## config.mk

```make
export PLATFORM = sky130hd
export DESIGN_NAME = mesh_link_unit
export DESIGN_NICKNAME = d
export VERILOG_FILES = /design/src/rtl/mesh_link_pkg.sv /design/src/rtl/mesh_tx_slot.sv /design/src/rtl/mesh_rx_slot.sv /design/src/rtl/mesh_op_decode.sv /design/src/rtl/mesh_link_unit.sv
export SDC_FILE = /design/constraint.sdc
export NUM_CORES = 1
export LEC_CHECK = 0
export ABC_AREA = 1
export CAP_MARGIN = 10
export CORE_ASPECT_RATIO = 1.2
export CORE_UTILIZATION = 39
export CTS_CLUSTER_SIZE = 28
export DETAILED_ROUTE_END_ITERATION = 7
export PLACE_DENSITY = 0.72
export REMOVE_ABC_BUFFERS = 1
export SKIP_LAST_GASP = 1
export SLEW_MARGIN = 25
export SYNTH_ARGS = -nofsm -noshare
export SYNTH_HDL_FRONTEND = slang
export SYNTH_SLANG_ARGS = --single-unit
```

## constraint.sdc

```tcl
create_clock -name clk -period 5.1 [get_ports clk]
set_input_delay 0.51 -clock clk [delete_from_list [all_inputs] [get_ports clk]]
set_output_delay 0.51 -clock clk [all_outputs]
set_load 0.01 [all_outputs]
```

## src/rtl/mesh_link_pkg.sv

```systemverilog
package mesh_link_pkg;
  typedef enum logic [1:0] {
    SIDE_N = 2'd0,
    SIDE_E = 2'd1,
    SIDE_S = 2'd2,
    SIDE_W = 2'd3
  } side_e;

  localparam int unsigned LINK_WORD_W = 32;
  localparam int unsigned LINK_SIDES  = 4;
endpackage

```

## src/rtl/mesh_tx_slot.sv

```systemverilog
module mesh_tx_slot #(
  parameter int DW = 32
) (
  input  logic          clk,
  input  logic          rst_n,
  input  logic          wr_en,
  input  logic [DW-1:0] wr_data,
  output logic          full,
  output logic          link_vld,
  output logic [DW-1:0] link_data,
  input  logic          link_room
);
  logic          vld_q, vld_d;
  logic [DW-1:0] data_q;

  always_comb begin
    vld_d = vld_q;
    if (vld_q && link_room) vld_d = 1'b0;
    if (wr_en)              vld_d = 1'b1;
  end

  always_ff @(posedge clk or negedge rst_n) begin
    if (!rst_n) vld_q <= 1'b0;
    else        vld_q <= vld_d;
  end

  always_ff @(posedge clk) begin
    if (wr_en) data_q <= wr_data;
  end

  assign full      = vld_q;
  assign link_vld  = vld_q;
  assign link_data = data_q;
endmodule

```

## src/rtl/mesh_rx_slot.sv

```systemverilog
module mesh_rx_slot #(
  parameter int DW = 32
) (
  input  logic          clk,
  input  logic          rst_n,
  input  logic          link_vld,
  input  logic [DW-1:0] link_data,
  output logic          link_room,
  input  logic          rd_en,
  output logic          has_data,
  output logic [DW-1:0] rd_data
);
  logic          vld_q, vld_d;
  logic [DW-1:0] data_q;
  logic          capture;

  assign capture = link_vld && !vld_q;

  always_comb begin
    vld_d = vld_q;
    if (rd_en)   vld_d = 1'b0;
    if (capture) vld_d = 1'b1;
  end

  always_ff @(posedge clk or negedge rst_n) begin
    if (!rst_n) vld_q <= 1'b0;
    else        vld_q <= vld_d;
  end

  always_ff @(posedge clk) begin
    if (capture) data_q <= link_data;
  end

  assign link_room = !vld_q;
  assign has_data  = vld_q;
  assign rd_data   = data_q;
endmodule

```

## src/rtl/mesh_op_decode.sv

```systemverilog
module mesh_op_decode #(
  parameter int                NDIR      = 4,
  parameter int                DW        = 32,
  parameter logic [NDIR-1:0]   CONNECTED = '1
) (
  input  logic                    op_vld,
  input  logic                    op_send,
  input  logic [$clog2(NDIR)-1:0] op_dir,
  input  logic [NDIR-1:0]         tx_full,
  input  logic [NDIR-1:0]         rx_has,
  input  logic [NDIR*DW-1:0]      rx_data,
  output logic [NDIR-1:0]         tx_wr,
  output logic [NDIR-1:0]         rx_rd,
  output logic                    stall,
  output logic [DW-1:0]           rdata
);
  logic side_live;

  assign side_live = CONNECTED[op_dir];

  always_comb begin
    tx_wr = '0;
    rx_rd = '0;
    stall = 1'b0;
    rdata = '0;
    if (op_vld && side_live) begin
      if (op_send) begin
        if (tx_full[op_dir]) stall = 1'b1;
        else                 tx_wr[op_dir] = 1'b1;
      end else begin
        if (rx_has[op_dir]) begin
          rx_rd[op_dir] = 1'b1;
          rdata         = rx_data[op_dir*DW +: DW];
        end else begin
          stall = 1'b1;
        end
      end
    end
  end
endmodule

```

## src/rtl/mesh_link_unit.sv

```systemverilog
module mesh_link_unit #(
  parameter int              NDIR      = mesh_link_pkg::LINK_SIDES,
  parameter int              DW        = mesh_link_pkg::LINK_WORD_W,
  parameter logic [NDIR-1:0] CONNECTED = '1
) (
  input  logic                    clk,
  input  logic                    rst_n,
  input  logic                    op_vld_i,
  input  logic                    op_send_i,
  input  logic [$clog2(NDIR)-1:0] op_dir_i,
  input  logic [DW-1:0]           op_wdata_i,
  output logic                    stall_o,
  output logic [DW-1:0]           op_rdata_o,
  output logic [NDIR*DW-1:0]      tx_data_o,
  output logic [NDIR-1:0]         tx_vld_o,
  input  logic [NDIR-1:0]         tx_room_i,
  input  logic [NDIR*DW-1:0]      rx_data_i,
  input  logic [NDIR-1:0]         rx_vld_i,
  output logic [NDIR-1:0]         rx_room_o
);
  logic [NDIR-1:0]    tx_full, tx_wr, rx_has, rx_rd;
  logic [NDIR*DW-1:0] rx_word;

  mesh_op_decode #(.NDIR(NDIR), .DW(DW), .CONNECTED(CONNECTED)) dec_i (
    .op_vld  (op_vld_i),
    .op_send (op_send_i),
    .op_dir  (op_dir_i),
    .tx_full (tx_full),
    .rx_has  (rx_has),
    .rx_data (rx_word),
    .tx_wr   (tx_wr),
    .rx_rd   (rx_rd),
    .stall   (stall_o),
    .rdata   (op_rdata_o)
  );

  for (genvar d = 0; d < NDIR; d++) begin : g_side
    localparam logic LIVE = CONNECTED[d];
    logic          t_vld, r_room, r_has;
    logic [DW-1:0] t_data, r_data;

    mesh_tx_slot #(.DW(DW)) tx_i (
      .clk       (clk),
      .rst_n     (rst_n),
      .wr_en     (tx_wr[d]),
      .wr_data   (op_wdata_i),
      .full      (tx_full[d]),
      .link_vld  (t_vld),
      .link_data (t_data),
      .link_room (tx_room_i[d] & LIVE)
    );

    mesh_rx_slot #(.DW(DW)) rx_i (
      .clk       (clk),
      .rst_n     (rst_n),
      .link_vld  (rx_vld_i[d] & LIVE),
      .link_data (rx_data_i[d*DW +: DW]),
      .link_room (r_room),
      .rd_en     (rx_rd[d]),
      .has_data  (r_has),
      .rd_data   (r_data)
    );

    assign tx_vld_o[d]             = t_vld & LIVE;
    assign tx_data_o[d*DW +: DW]   = LIVE ? t_data : '0;
    assign rx_room_o[d]            = r_room & LIVE;
    assign rx_has[d]               = r_has & LIVE;
    assign rx_word[d*DW +: DW]     = r_data;
  end
endmodule

```

==> impl_metrics.json <==
{
  "crit_fanout": 33,
  "synth-compound-area-share_pct": 0.416,
  "grt_pass1_vias": 6320,
  "fillers": 1833,
  "min_period_ns": 3.60,
  "tritoncts": "done",
  "cp_num_buf_inv": 3,
  "die_h_um": 171,
  "path_cells": "clkdlybuf4s50_1 > inv_2 > nor2_4 > nand2_1 > nand2_1 > nor2_1 > nor2_1 > clkdlybuf4s50_1",
  "outcome": "complete, no violations",
  "syn_area_per_cell_um2": 15.0,
  "antenna_left": 0,
  "dieArea_um2": 24500,
  "cp.required_ns": 4.59,
  "grt_usage_pct": 20.1,
  "crit_family": "buffers and inverters",
  "nets": 1149,
  "preCtsSetupSlack_ns": 1.46,
  "cts_resized": 0,
  "cts.sinks": 264,
  "vias": 5988,
  "end_kind": "primary output",
  "rsz0062_at_grt": "no",
  "fin_tns_setup_ns": 0,
  "finalHoldViolCount": 0,
  "netlist_instances": 620,
  "final_layout_size_suffix_gt1_share_pct": 6.03,
  "routed_wl_mm": 24.9,
  "fin_crit_sh_pct": 70.6,
  "portBuffers": 342,
  "syn_area_um2": 9320,
  "drv_cap": 0,
  "register_area_um2": 7890,
  "start_util_pct": 39.9,
  "synth_xor_area_share_pct": 0,
  "viasPerCell": 4.57,
  "crit_slowest_cell": "clkdlybuf4s50_1",
  "yosysSeqAreaShare_pct": 84.6,
  "critPathArrivalTime_ns": 3.09,
  "post_cts_buffers": 0,
  "drc": 0,
  "die_w_um": 143,
  "grt_pass1_wl_mm": 35.9,
  "synth_cell_types": 14,
  "place_hpwl_mm": 17.5,
  "routedWlPerCell_um": 19.0,
  "yosys-mux-area-fraction_pct": 0,
  "worst_slew_pin_slew_ns": 0.970,
  "multiInputGateArea_um2": 1280,
  "grt_max_degree": 34,
  "setup_viol": 0,
  "maxSlewViolCount": 0,
  "clkTransAtPathRegs_ns": 0.06,
  "post_synth_and_or_nand_nor_area_fraction_pct": 12.6,
  "power_density_nw_per_um2": 368,
  "maxSlewHeadroom_pct": 35.2,
  "drt_iter0_drc": 203,
  "synth-adder-area-share_pct": 0,
  "gp_congestion": 0.843,
  "numCtsBuffers": 26,
  "fmax_mhz": 278,
  "synth_top_family_by_area": "simple AND/OR/NAND/NOR gates",
  "yosys_register_bits": 264,
  "yosysWarnings": 0,
  "area_delta_synth_final_pct": 51.3,
  "clock_latency_ns": 0.52,
  "cpPeakStageDelay_ns": 0.71,
  "hp-class": "in2async",
  "htree_levels": 1,
  "skew_ns": 0.0168,
  "irDropWorstVdd_mv": 0.338,
  "clk_path_buf_depth": 3,
  "std_cell_rows": 61,
  "p_leak_nw": 5.14,
  "core_area_um2": 23400,
  "criticalPathCategory": "in2out",
  "firstDrtPassIters": 4,
  "cp-start-kind": "input pin",
  "io_pins": 343,
  "setup_ws_ns": 1.50,
  "holdBufCountCts": 0,
  "antenna_found_initial": 2,
  "holdWs_ns": 0.265,
  "overflow": 0,
  "cts-root-buf": "clkbuf_16"
}
## area by class of cell
| cell class | count | share of cell area (%) |
|---|---|---|
| clock inverter | 16 | 1.29 |
| sequential | 264 | 55.9 |
| tap | 315 | 2.79 |
| timing repair buffer | 351 | 25.5 |
| antenna | 1 | 0.0177 |
| inverter | 19 | 0.506 |
| clock buffer | 32 | 4.92 |
| multi-input combinational | 313 | 9.06 |
## registers in the layout (all words and copies together), names as in the netlist
register               count
g_side.tx_i.full           4
g_side.rx_i.rd_data      128
g_side.rx_i.has_data       4
g_side.tx_i.link_data    128
## layout by cell type, fill, tap and decap left out, drive strengths merged
| master | netlist | final |
|---|---|---|
| nand3 | 4 | 4 |
| clkbuf | 0 | 32 |
| diode | 0 | 1 |
| buf | 24 | 9 |
| edfxtp | 256 | 256 |
| nor2 | 76 | 76 |
| o21ai | 4 | 4 |
| o22ai | 3 | 3 |
| clkinvlp | 0 | 2 |
| clkdlybuf4s50 | 0 | 342 |
| nand2 | 221 | 221 |
| bufinv | 0 | 4 |
| nand4 | 5 | 5 |
| inv | 19 | 19 |
| clkinv | 0 | 10 |
| dfrtp | 8 | 8 |
## report_power, final
group	leakage, nW	total (mW)	switching, mW	internal (mW)
Sequential	2.43	2.66	0.0684	2.59
Clock	0.421	1.94	0.771	1.17
Combinational	2.29	0.588	0.305	0.283
Total	5.14	5.19	1.14	4.05
## Yosys cell counts
| library cell | count | area, um^2 |
|---|---|---|
| edfxtp_1 | 256 | 7690 |
| nand2_1 | 221 | 830 |
| nor2_1 | 73 | 274 |
| inv_1 | 16 | 60.1 |
| buf_2 | 13 | 65.1 |
| buf_4 | 11 | 82.6 |
| dfrtp_1 | 8 | 200 |
| nand4_1 | 5 | 31.3 |
| nand3_1 | 4 | 20.0 |
| o21ai_0 | 4 | 20.0 |
| inv_2 | 3 | 11.3 |
| o22ai_1 | 3 | 18.8 |
| nor2_2 | 2 | 12.5 |
| nor2_4 | 1 | 11.3 |
## metrics by stage
stage	cell area, um^2	util, %	power, mW	cells
final	14100	60.4	5.19	1311
after global placement	13100	55.9	3.25	1255
after global routing	14100	60.4	5.38	1310
after detailed placement	13200	56.5	3.30	1261
after floorplan	9180	-	2.90	596
after CTS	14100	60.3	5.24	1309
## path summary, 6_finish.rpt
| path | start | end | slack, ns | cells past startpoint |
|---|---|---|---|---|
| setup / recovery | op_dir_i[0] | op_rdata_o[12] | 1.50 | 8 |
| hold / removal | rst_n | g_side[2].rx_i.has_data | 0.26 | 1 |
| setup reg to reg | g_side[0].tx_i.full | g_side[1].tx_i.link_data[23] | 3.29 | 4 |
| hold reg to reg | g_side[3].tx_i.full | g_side[3].tx_i.full | 0.55 | 2 |
| max in group asynchronous | rst_n | g_side[0].rx_i.has_data | 4.57 | 1 |
| min in group clk | rx_data_i[35] | g_side[1].rx_i.rd_data[3] | 0.54 | 1 |
## layer usage
metal / GRT usage, % / vias up / part of all wire (%)
met4: 5.94 / 2 / 2.1
met5: 0 / - / 0.052
met1: 20.2 / 2803 / 34
li1: - / 2847 / -
met3: 9.77 / 42 / 14
met2: 36.1 / 294 / 50
## cell families (layout without fill, tap and decap cells)
group,Yosys count,in the layout
and+or+nand+nor,306,306
DFF,264,264
buffers and inverters,43,418
AOI/OAI and AO/OA,7,7
other,0,1
No activity file was read; power rests on OpenSTA's default activity.
